[src/rtl/mesh_ni_pkg.sv]
package mesh_ni_pkg;

    localparam int NI_DATA_W  = 32;
    localparam int NI_COORD_W = 4;
    localparam int NI_ADDR_W  = 12;
    localparam int NI_DEPTH   = 4;

    // status word layout
    localparam int STAT_CNT_W    = 8;
    localparam int STAT_BUSY_BIT = 8;

    typedef enum logic [1:0] {
        HOP_NORTH = 2'b00,
        HOP_EAST  = 2'b01,
        HOP_SOUTH = 2'b10,
        HOP_WEST  = 2'b11
    } hop_dir_e;

    function automatic int pkt_width(int data_w, int coord_w);
        return data_w + 2 + 2 * coord_w;
    endfunction

endpackage

[src/rtl/mesh_ni_txfmt.sv]
module mesh_ni_txfmt
    import mesh_ni_pkg::*;
#(
    parameter int DATA_W  = NI_DATA_W,
    parameter int COORD_W = NI_COORD_W,
    parameter int ADDR_W  = NI_ADDR_W,
    localparam int PKT_W  = pkt_width(DATA_W, COORD_W)
) (
    input  logic [ADDR_W-1:0] addr,
    input  logic [DATA_W-1:0] wdata,
    output logic [PKT_W-1:0]  pkt
);
    localparam int X_LSB = 2;
    localparam int Y_LSB = 2 + COORD_W;

    typedef struct packed {
        logic [COORD_W-1:0] dst_y;
        logic [COORD_W-1:0] dst_x;
        hop_dir_e           dir;
        logic [DATA_W-1:0]  payload;
    } pkt_t;

    pkt_t p;

    always_comb begin
        p.dir     = hop_dir_e'(addr[1:0]);
        p.dst_x   = addr[X_LSB +: COORD_W];
        p.dst_y   = addr[Y_LSB +: COORD_W];
        p.payload = wdata;
        pkt       = p;
    end

endmodule

[src/rtl/mesh_ni_rxq.sv]
module mesh_ni_rxq #(
    parameter int W     = 32,
    parameter int DEPTH = 4,
    localparam int PTR_W = (DEPTH > 1) ? $clog2(DEPTH) : 1,
    localparam int CNT_W = $clog2(DEPTH + 1)
) (
    input  logic             clk,
    input  logic             rst,
    input  logic             push,
    input  logic [W-1:0]     din,
    input  logic             pop,
    output logic [W-1:0]     dout,
    output logic             full,
    output logic             empty,
    output logic [CNT_W-1:0] count
);
    logic [W-1:0]     mem [DEPTH];
    logic [PTR_W-1:0] wr_ptr, rd_ptr;
    logic [CNT_W-1:0] cnt;

    function automatic logic [PTR_W-1:0] bump(logic [PTR_W-1:0] p);
        return (p == PTR_W'(DEPTH - 1)) ? '0 : p + PTR_W'(1);
    endfunction

    always_ff @(posedge clk) begin
        if (push) mem[wr_ptr] <= din;
    end

    always_ff @(posedge clk) begin
        if (rst) begin
            wr_ptr <= '0;
            rd_ptr <= '0;
            cnt    <= '0;
        end else begin
            if (push) wr_ptr <= bump(wr_ptr);
            if (pop)  rd_ptr <= bump(rd_ptr);
            cnt <= cnt + CNT_W'(push) - CNT_W'(pop);
        end
    end

    assign dout  = mem[rd_ptr];
    assign full  = (cnt == CNT_W'(DEPTH));
    assign empty = (cnt == '0);
    assign count = cnt;

endmodule

[src/rtl/mesh_ni.sv]
module mesh_ni
    import mesh_ni_pkg::*;
#(
    parameter int DATA_W  = NI_DATA_W,
    parameter int COORD_W = NI_COORD_W,
    parameter int ADDR_W  = NI_ADDR_W,
    parameter int DEPTH   = NI_DEPTH,
    localparam int PKT_W  = pkt_width(DATA_W, COORD_W),
    localparam int CNT_W  = $clog2(DEPTH + 1)
) (
    input  logic              clk,
    input  logic              rst,
    input  logic              bus_req,
    input  logic              bus_we,
    input  logic [ADDR_W-1:0] bus_addr,
    input  logic [DATA_W-1:0] bus_wdata,
    output logic [DATA_W-1:0] bus_rdata,
    output logic              bus_ready,
    output logic              inj_valid,
    input  logic              inj_ready,
    output logic [PKT_W-1:0]  inj_pkt,
    input  logic              ej_valid,
    output logic              ej_ready,
    input  logic [DATA_W-1:0] ej_data
);
    logic              is_stat;
    logic              q_full, q_empty, q_pop;
    logic [DATA_W-1:0] q_head;
    logic [CNT_W-1:0]  q_count;
    logic [DATA_W-1:0] stat_word;

    assign is_stat = bus_addr[ADDR_W-1];

    mesh_ni_txfmt #(
        .DATA_W (DATA_W),
        .COORD_W(COORD_W),
        .ADDR_W (ADDR_W)
    ) u_txfmt (
        .addr (bus_addr),
        .wdata(bus_wdata),
        .pkt  (inj_pkt)
    );

    mesh_ni_rxq #(
        .W    (DATA_W),
        .DEPTH(DEPTH)
    ) u_rxq (
        .clk  (clk),
        .rst  (rst),
        .push (ej_valid && !q_full),
        .din  (ej_data),
        .pop  (q_pop),
        .dout (q_head),
        .full (q_full),
        .empty(q_empty),
        .count(q_count)
    );

    assign ej_ready  = !q_full;
    assign inj_valid = bus_req && bus_we && !is_stat;
    assign q_pop     = bus_req && !bus_we && !is_stat && !q_empty;

    always_comb begin
        stat_word                = '0;
        stat_word[CNT_W-1:0]     = q_count;
        stat_word[STAT_BUSY_BIT] = !inj_ready;
    end

    always_comb begin
        if (!bus_req)     bus_ready = 1'b0;
        else if (is_stat) bus_ready = 1'b1;
        else if (bus_we)  bus_ready = inj_ready;
        else              bus_ready = !q_empty;
    end

    assign bus_rdata = is_stat ? stat_word : q_head;

endmodule

[config.mk]
export PLATFORM = sky130hd
export DESIGN_NAME = mesh_ni
export DESIGN_NICKNAME = d
export VERILOG_FILES = /design/src/rtl/mesh_ni_pkg.sv /design/src/rtl/mesh_ni_txfmt.sv /design/src/rtl/mesh_ni_rxq.sv /design/src/rtl/mesh_ni.sv
export SDC_FILE = /design/constraint.sdc
export NUM_CORES = 1
export LEC_CHECK = 0
export CAP_MARGIN = 20
export CORE_MARGIN = 1.5
export CORE_UTILIZATION = 48
export DETAILED_ROUTE_END_ITERATION = 6
export PLACE_DENSITY = 0.86
export SLEW_MARGIN = 20
export SYNTH_ARGS = -nofsm -noshare
export SYNTH_HDL_FRONTEND = slang
export SYNTH_HIERARCHICAL = 1
export SYNTH_SLANG_ARGS = --single-unit
export TNS_END_PERCENT = 5
[constraint.sdc]
create_clock -name clk -period 2.6 [get_ports clk]
set_input_delay 0.52 -clock clk [delete_from_list [all_inputs] [get_ports clk]]
set_output_delay 0.52 -clock clk [all_outputs]
set_load 0.02 [all_outputs]
# --- Word level (Yosys, flattened, before mapping) ---
# Memory sizes are Yosys's and may differ from the RTL's. A register that Yosys moved wholly into a read port is not among the register bits.
# Index checks and enable logic that the tools add are counted.
word_totals:
  out_inout_bits: 77
  ramBits: 128
  ff_bits: 7
  input_bits: 82
  n_memories: 1
  wordCells: 33
classes:
  n_reduce_logical: 12
  eq_ne: 3
  n_mux: 10
  add_sub_neg: 4
memory_table:
  columns: ["memory", "depth", "word_bits", "rd", "rd_clocked_by_memory_dff", "write_ports", "line_no", "source"]
  rows:
  - ["u_rxq.mem", 4, 32, 1, 1, 1, "mesh_ni_rxq.sv:17", "logic [W-1:0] mem [DEPTH];"]
op_table:
  columns: ["cell", "count"]
  rows:
  - ["32-bit 2-to-1 mux", 1]
  - ["2-bit 2-to-1 mux", 4]
  - ["1-bit logical AND", 6]
  - ["1-bit logical NOT", 5]
  - ["1-bit 2-to-1 mux", 5]
  - ["2-bit by 1-bit adder with 2-bit output (second input constant)", 2]
  - ["2-bit equality test (second input constant)", 2]
  - ["3-bit by 1-bit adder with 3-bit output", 1]
  - ["3-bit equality test (second input constant)", 1]
  - ["3-bit logical NOT", 1]
  - ["3-bit by 1-bit subtractor with 3-bit output", 1]

# --- Longest topological paths before layout ---
# Gate-level depths: netlist (run 1).
depth:
  depth_word: 6
  mapped_depth: 9
  mapped_depth_nobuf: 8

# --- By module ---
# The synthesis (run 1) kept the hierarchy.
by_module_without_submodules:
  columns: ["mod", "cells_per_inst", "area_per_inst_um2", "instances", "seq_area_each_um2"]
  rows:
  - ["mesh_ni_rxq", 210, 5112.4, 1, 4023.9]
  - ["mesh_ni", 43, 316.6, 1, 0.0]
  - ["mesh_ni_txfmt", 42, 315.3, 1, 0.0]

# --- Worst setup path after synthesis (run 1) ---
# No wires, ideal clock.
synth_path:
  path_type: "input port to flip-flop"
  startpoint: "in bus_addr[11]"
  endpoint: "reg u_rxq.cnt[2], in the netlist u_rxq/count[2]"
  required_time_ns: 2.490
  setup_ns: 0.110
  n_path_buf: 2
  arrival_ns: 2.211
  slack_ns: 0.279
  cell_stages: 9
  path_cell_list: "buf_6 -> buf_6 -> nor4b_4 -> ha_1 -> inv_1 -> ha_1 -> fa_1 -> xor3_1 -> nor2_1"
synth_via:
  elab_chain_len: 4
synth_rtl:
  columns: ["item", "line_no", "source"]
  rows:
  - ["from (decl)", "mesh_ni.sv:15", "input logic [ADDR_W-1:0] bus_addr,"]
  - ["1-bit logical NOT", "mesh_ni.sv:61", "assign q_pop = bus_req && !bus_we && !is_stat && !q_empty;"]
  - ["1-bit logical AND (2 in a row)", "mesh_ni.sv:61", null]
  - ["net q_pop", "mesh_ni.sv:27", "logic q_full, q_empty, q_pop;"]
  - ["3-bit by 1-bit subtractor with 3-bit output", "mesh_ni_rxq.sv:37", "cnt <= cnt + CNT_W'(push) - CNT_W'(pop);"]
  - ["to (signal assigned)", "mesh_ni_rxq.sv:37", null]
  - ["to (decl)", "mesh_ni_rxq.sv:19", "logic [CNT_W-1:0] cnt;"]
# The timed path passes the listed nets, and every way through them passes these cells.
# A chain may end at the register's enable or synchronous reset.

==> flow_metrics.py, run 1 <==
metrics = {
    "outcome": {
        "outcome": "complete, but fails checks",
        "violations": "design-rule violations",
    },
    "worst_setup_path": {
        "cp_cell_sequence": "buf_12, mux4_2, mux2_2, clkdlybuf4s15_2",
        "cp_slowest_cell": "mux4_2",
        "r2r_slack_ns": 0.46,
        "cp_num_buf_inv": 2,
        "path_class": "register to output pin",
        "path_delay_family": "multiplexers",
        "cp_max_fo": 7,
        "slowest_delay_ns": 0.51,
        "start_kind": "register",
        "cp_data_arrival_time_ns": 2.01,
        "endpoint_kind": "output pin",
        "cp.required_ns": 2.08,
    },
    "sta": {
        "clock_skew_ns": 0.0183,
        "relSlewSlack": 0.802,
        "finalSetupViolations": 0,
        "worst_slew_pin_slew_ns": 0.297,
        "fin_ws_ns": 0.0717,
        "rsz0062_at_grt": "false",
        "finalHoldViolations": 0,
        "max_freq_mhz": 396,
        "finalCritPeriodShare": 0.972,
        "period_needed_ns": 2.53,
        "maxSlewViolCount": 0,
        "fin_tns_setup_ns": 0,
    },
    "floorplanning": {
        "fp.dieH_um": 112,
        "start_util": 0.497,
        "die_x_um": 112,
        "design.core.area_um2": 11600,
        "fp.dieArea_um2": 12600,
        "io_pins": 159,
        "num_rows": 39,
    },
    "detailed_routing": {
        "dr.pass1.iters": 7,
        "avgViaCountPerCell": 5.29,
        "wirelength_mm": 10.8,
        "vias": 2687,
        "drt_iter0_markers": 147,
        "drc": 21,
        "wl_per_cell_um": 21.4,
        "antenna_left": 0,
    },
    "synth": {
        "syn_inst": 295,
        "synth_edf_count": 128,
        "synth.area.top_cells": "edfxtp_1 (67%), mux4_2 (12%), buf_4 (5.5%)",
        "yosysWarningCount": 6,
        "synth-seq-cells": 137,
        "yosysTopAreaCellShare": 0.669,
        "yosysTopAreaCell": "edfxtp_1",
        "synth_area_um2": 5740,
        "ys_types": 25,
        "avgSynthCellArea_um2": 19.5,
        "synth_common_cells": "edfxtp_1 (128), buf_4 (42), nor2b_1 (31)",
        "synth_flop_cell": "edfxtp_1",
        "ys_seq_area_frac": 0.701,
        "async_flop_share": 0,
        "yosysMostFrequentCell": "edfxtp_1",
        "syn_nets": 385,
    },
    "global_routing": {
        "grt_pass1_vias": 2897,
        "grt_pass1_wl_mm": 16.3,
        "grt_util_all_layers": 0.180,
        "antenna_found_initial": 0,
        "grt_max_degree": 21,
        "grt_overflow": 0,
    },
    "clock_tree": {
        "cts_hold_buf": 0,
        "htreeDepth": 4,
        "cts.clk_slew.worst_paths_ns": 0.05,
        "clock_path_buffers": 2,
        "numCtsBuffers": 17,
        "clock_sinks": 137,
        "cts_tree": "built",
        "clk_latency_ns": 0.42,
        "ctsRootBufferMaster": "clkbuf_16",
    },
    "placed_design": {
        "placed_cells": 474,
        "gp_congestion": 0.770,
        "place_ws_ns": -0.0298,
        "post_dp_cell_area_um2": 6400,
        "dp_hpwl_mm": 7.13,
        "port_buffers": 73,
    },
    "run": {
        "drv_cap": 0,
    },
    "power": {
        "power_mw": 6.01,
        "ir_worst_vdd_mv": 0.745,
        "powerDensity_nw_per_um2": 856,
        "p_leak_nw": 2.45,
    },
    "finish": {
        "finalInstanceArea_um2": 7020,
        "nets": 443,
        "multi_input_area_um2": 1260,
        "drive_gt1_frac": 0.268,
        "fillers": 844,
        "seq_area_um2": 4030,
        "area_delta_synth_final_pct": 22.3,
        "final_cell_count_no_fill": 508,
        "diodes": 0,
    },
    "worst_hold_path": {
        "hp-class": "register to register",
    },
}
## metal layers
| metal | up-vias | track usage | part of all wire |
|---|---|---|---|
| met4 | 0 | 0.0844 | 0.027 |
| met3 | 30 | 0.0535 | 0.054 |
| met5 | - | 0 | 0 |
| met1 | 1359 | 0.210 | 0.40 |
| met2 | 98 | 0.308 | 0.52 |
| li1 | 1200 | - | - |
## area by class of cell
| class | instances | share of cell area |
|---|---|---|
| sequential | 137 | 0.574 |
| tap | 143 | 0.0255 |
| timing repair buffer | 92 | 0.131 |
| clock buffer | 18 | 0.0611 |
| inverter | 8 | 0.00428 |
| multi-input combinational | 97 | 0.179 |
| clock inverter | 13 | 0.0253 |
## flip-flops by register name, indices dropped and copies added (netlist names), named ones only
name	count
u_rxq/mem	128
u_rxq/wr_ptr	2
u_rxq/rd_ptr	2
u_rxq/count	3
## through the flow
step                hold slack (ns)   util
global route                  0.574  0.607
CTS                           0.527  0.603
global placement              0.489  0.554
detailed placement            0.513  0.554
floorplan                     0.470      -
finish                        0.531  0.607
## power by group
group,internal (mW),switching (mW)
clock,1.59,0.852
combinational,0.451,0.430
sequential,2.62,0.0646
total,4.67,1.35
## final timing paths
kind,start,to,cells after the start
min,u_rxq/rd_ptr[0],register,2
min reg2reg,u_rxq/rd_ptr[0],register,2
max reg2reg,u_rxq/count[1],u_rxq/count[2],8
max,register,bus_rdata[0],4
## what timing repair did
action	CTS	global route
buffers inserted	0	1
endpoints found under the setup margin	32	4
gates resized for setup	41	6
gates cloned	0	2
## layout by cell type (no fill, tap or decap), types with 3 or more instances in the layout
cell,count
edfxtp_1,128
clkdlybuf4s50_1,39
mux4_2,32
nor2b_1,31
dlygate4sd2_1,27
clkbuf_16,19
buf_4,12
inv_1,8
ha_1,7
dfxtp_1,7
buf_12,5
mux2_2,4
bufinv_16,4
and2_2,4
mux2i_1,3
clkinvlp_4,3
nor2_1,3
## kinds of logic after synthesis
group,count (synthesis),synth area share
multiplexers,39,0.140
AND/OR/NAND/NOR,46,0.0529
AO/OA/AOI/OAI,3,0.00305
XOR/XNOR,1,0.00414
buffers and inverters,61,0.0808
flip-flops,137,0.701
adder cells (fa/ha/maj),8,0.0187
## worst register-to-register path, cell delays in order (launching register included)
cell,delay (ns)
dfxtp_1,0.35
nor3_2,0.29
nor4b_4,0.09
ha_1,0.29
inv_1,0.04
ha_1,0.18
fa_1,0.36
xor3_1,0.38
nor2_1,0.04
Note: power is estimated with default switching activity, not from simulation.
==> run 2: changes to the inputs <==
--- a/config.mk
+++ b/config.mk
@@ -6,7 +6,6 @@
 export NUM_CORES = 1
 export LEC_CHECK = 0
 export CAP_MARGIN = 20
-export CORE_MARGIN = 1.5
 export CORE_UTILIZATION = 48
 export DETAILED_ROUTE_END_ITERATION = 6
 export PLACE_DENSITY = 0.86
==> flow_metrics.py, run 2 (synthesis results as in run 1) <==
metrics = {
    "floorplanning": {
        "design.core.area_um2": 11500,
        "fp.dieArea_um2": 12400,
        "start_util": 0.499,
        "io_pins": 159,
        "num_rows": 39,
        "die_x_um": 111,
        "fp.dieH_um": 111,
    },
    "placed_design": {
        "post_dp_cell_area_um2": 6370,
        "gp_congestion": 0.705,
        "port_buffers": 73,
        "dp_hpwl_mm": 6.96,
    },
    "run": {
        "drv_cap": 0,
    },
    "finish": {
        "area_delta_synth_final_pct": 22.1,
        "largest_register": "u_rxq/mem",
        "fillers": 833,
        "nets": 445,
        "finalInstanceArea_um2": 7020,
        "largest_reg_flops": 128,
        "final_common_cell": "edfxtp_1",
        "final_cell_mix": "edfxtp_1 (128), clkdlybuf4s50_1 (40), nor2b_1 (31)",
        "drive_gt1_frac": 0.264,
        "diodes": 0,
    },
    "worst_setup_path": {
        "cp_slowest_cell": "mux4_2",
        "start_kind": "register",
        "cp_data_arrival_time_ns": 2.02,
        "cp_max_fo": 10,
        "path_delay_family": "buffers and inverters",
        "path_class": "register to output pin",
        "endpoint_kind": "output pin",
        "cp_num_buf_inv": 3,
        "cp.required_ns": 2.08,
        "cp_cell_sequence": "buf_12, buf_4, mux4_2, nor2b_1, dlygate4sd2_1",
        "slowest_delay_ns": 0.49,
    },
    "detailed_routing": {
        "vias": 2711,
        "avgViaCountPerCell": 5.31,
        "antenna_left": 0,
        "dr.pass1.iters": 7,
        "drc": 39,
        "drt_iter0_markers": 143,
        "wirelength_mm": 10.9,
        "wl_per_cell_um": 21.3,
    },
    "global_routing": {
        "top_usage_layer": "met2",
        "grt_util_all_layers": 0.184,
        "use_met2": 0.329,
        "grt_pass1_wl_mm": 16.5,
        "grt_max_degree": 21,
        "grt_pass1_vias": 3029,
        "antenna_found_initial": 0,
        "grt_overflow": 0,
        "use_met3": 0.0642,
        "use_met1": 0.198,
    },
    "sta": {
        "finalSetupViolations": 0,
        "max_freq_mhz": 394,
        "clock_skew_ns": 0.00609,
        "worst_slew_pin_slew_ns": 0.305,
        "finalHoldViolations": 0,
        "maxSlewViolCount": 0,
        "hold_ws_ns": 0.519,
        "fin_tns_setup_ns": 0,
        "relSlewSlack": 0.796,
        "finalCritPeriodShare": 0.975,
        "period_needed_ns": 2.54,
    },
    "clock_tree": {
        "clock_sinks": 137,
        "cts_hold_buf": 0,
        "ctsRootBufferMaster": "clkbuf_16",
        "cts.clk_slew.worst_paths_ns": 0.06,
        "numCtsBuffers": 17,
        "htreeDepth": 4,
        "clk_latency_ns": 0.40,
        "clock_path_buffers": 2,
        "cts_tree": "built",
    },
    "power": {
        "p_leak_nw": 2.45,
        "powerDensity_nw_per_um2": 858,
        "ir_worst_vdd_mv": 0.465,
    },
    "outcome": {
        "violations": "design-rule violations",
        "outcome": "complete, but fails checks",
    },
    "worst_hold_path": {
        "hp-class": "register to register",
    },
}
[run 2: changes by cell type in the layout (fill, tap and decap cells not counted), moves of 2 or more]
cell	change
buf_12	-2
buf_4	+5
clkdlybuf4s15_1	+3
clkinv_2	+2
mux4_1	+2
mux4_2	-2
[run 2: timing repair]
item,4_1_cts,5_1_grt
buffers inserted,0,4
pin swaps,0,0
endpoints found under the setup margin,32,14
resized for setup,36,6
gates cloned,0,1
[run 2: worst paths after layout]
path / startpoint / endpoint / slack, ns / cells after the start
setup / recovery: register / bus_rdata[5] / 0.06 / 5
hold / removal: u_rxq/rd_ptr[0] / register / 0.52 / 2
setup reg to reg: u_rxq/count[1] / u_rxq/count[2] / 0.46 / 8
hold reg to reg: u_rxq/rd_ptr[0] / register / 0.52 / 2
[run 2: power breakdown]
group / internal (mW) / switching [mW] / leakage, nW
registers: 2.62 / 0.0641 / 1.25
clock network: 1.59 / 0.853 / 0.295
logic: 0.454 / 0.432 / 0.908
[run 2: area by class of cell]
| class | instances | area, um2 | share of cell area |
|---|---|---|---|
| clock inverter | 14 | 180 | 0.0257 |
| sequential | 137 | 4030 | 0.574 |
| multi-input combinational | 97 | 1270 | 0.180 |
| tap | 143 | 179 | 0.0255 |
| inverter | 8 | 30.0 | 0.00428 |
| timing repair buffer | 94 | 902 | 0.129 |
| clock buffer | 18 | 429 | 0.0612 |
[run 2: stage by stage]
stage,setup WS [ns],power [mW],cells,utilization
final,0.0644,6.02,511,0.609
after global routing,-0.00733,6.25,511,0.609
after CTS,0.00232,6.05,506,0.603
after detailed placement,-0.0291,3.65,474,0.553
after global placement,0.0546,3.61,474,0.553
after floorplan,0.279,3.36,295,-
[run 2: metal layers]
metal,part of all wire,vias to the layer above
li1,-,1216
met5,0,-
met1,0.37,1373
met4,0.015,0
met2,0.55,101
met3,0.067,21
[run 2: worst min-delay path: stages, from the launching register on]
cell and delay [ns]:
dfxtp_1 0.32, nand2b_1 0.07, a21oi_1 0.08
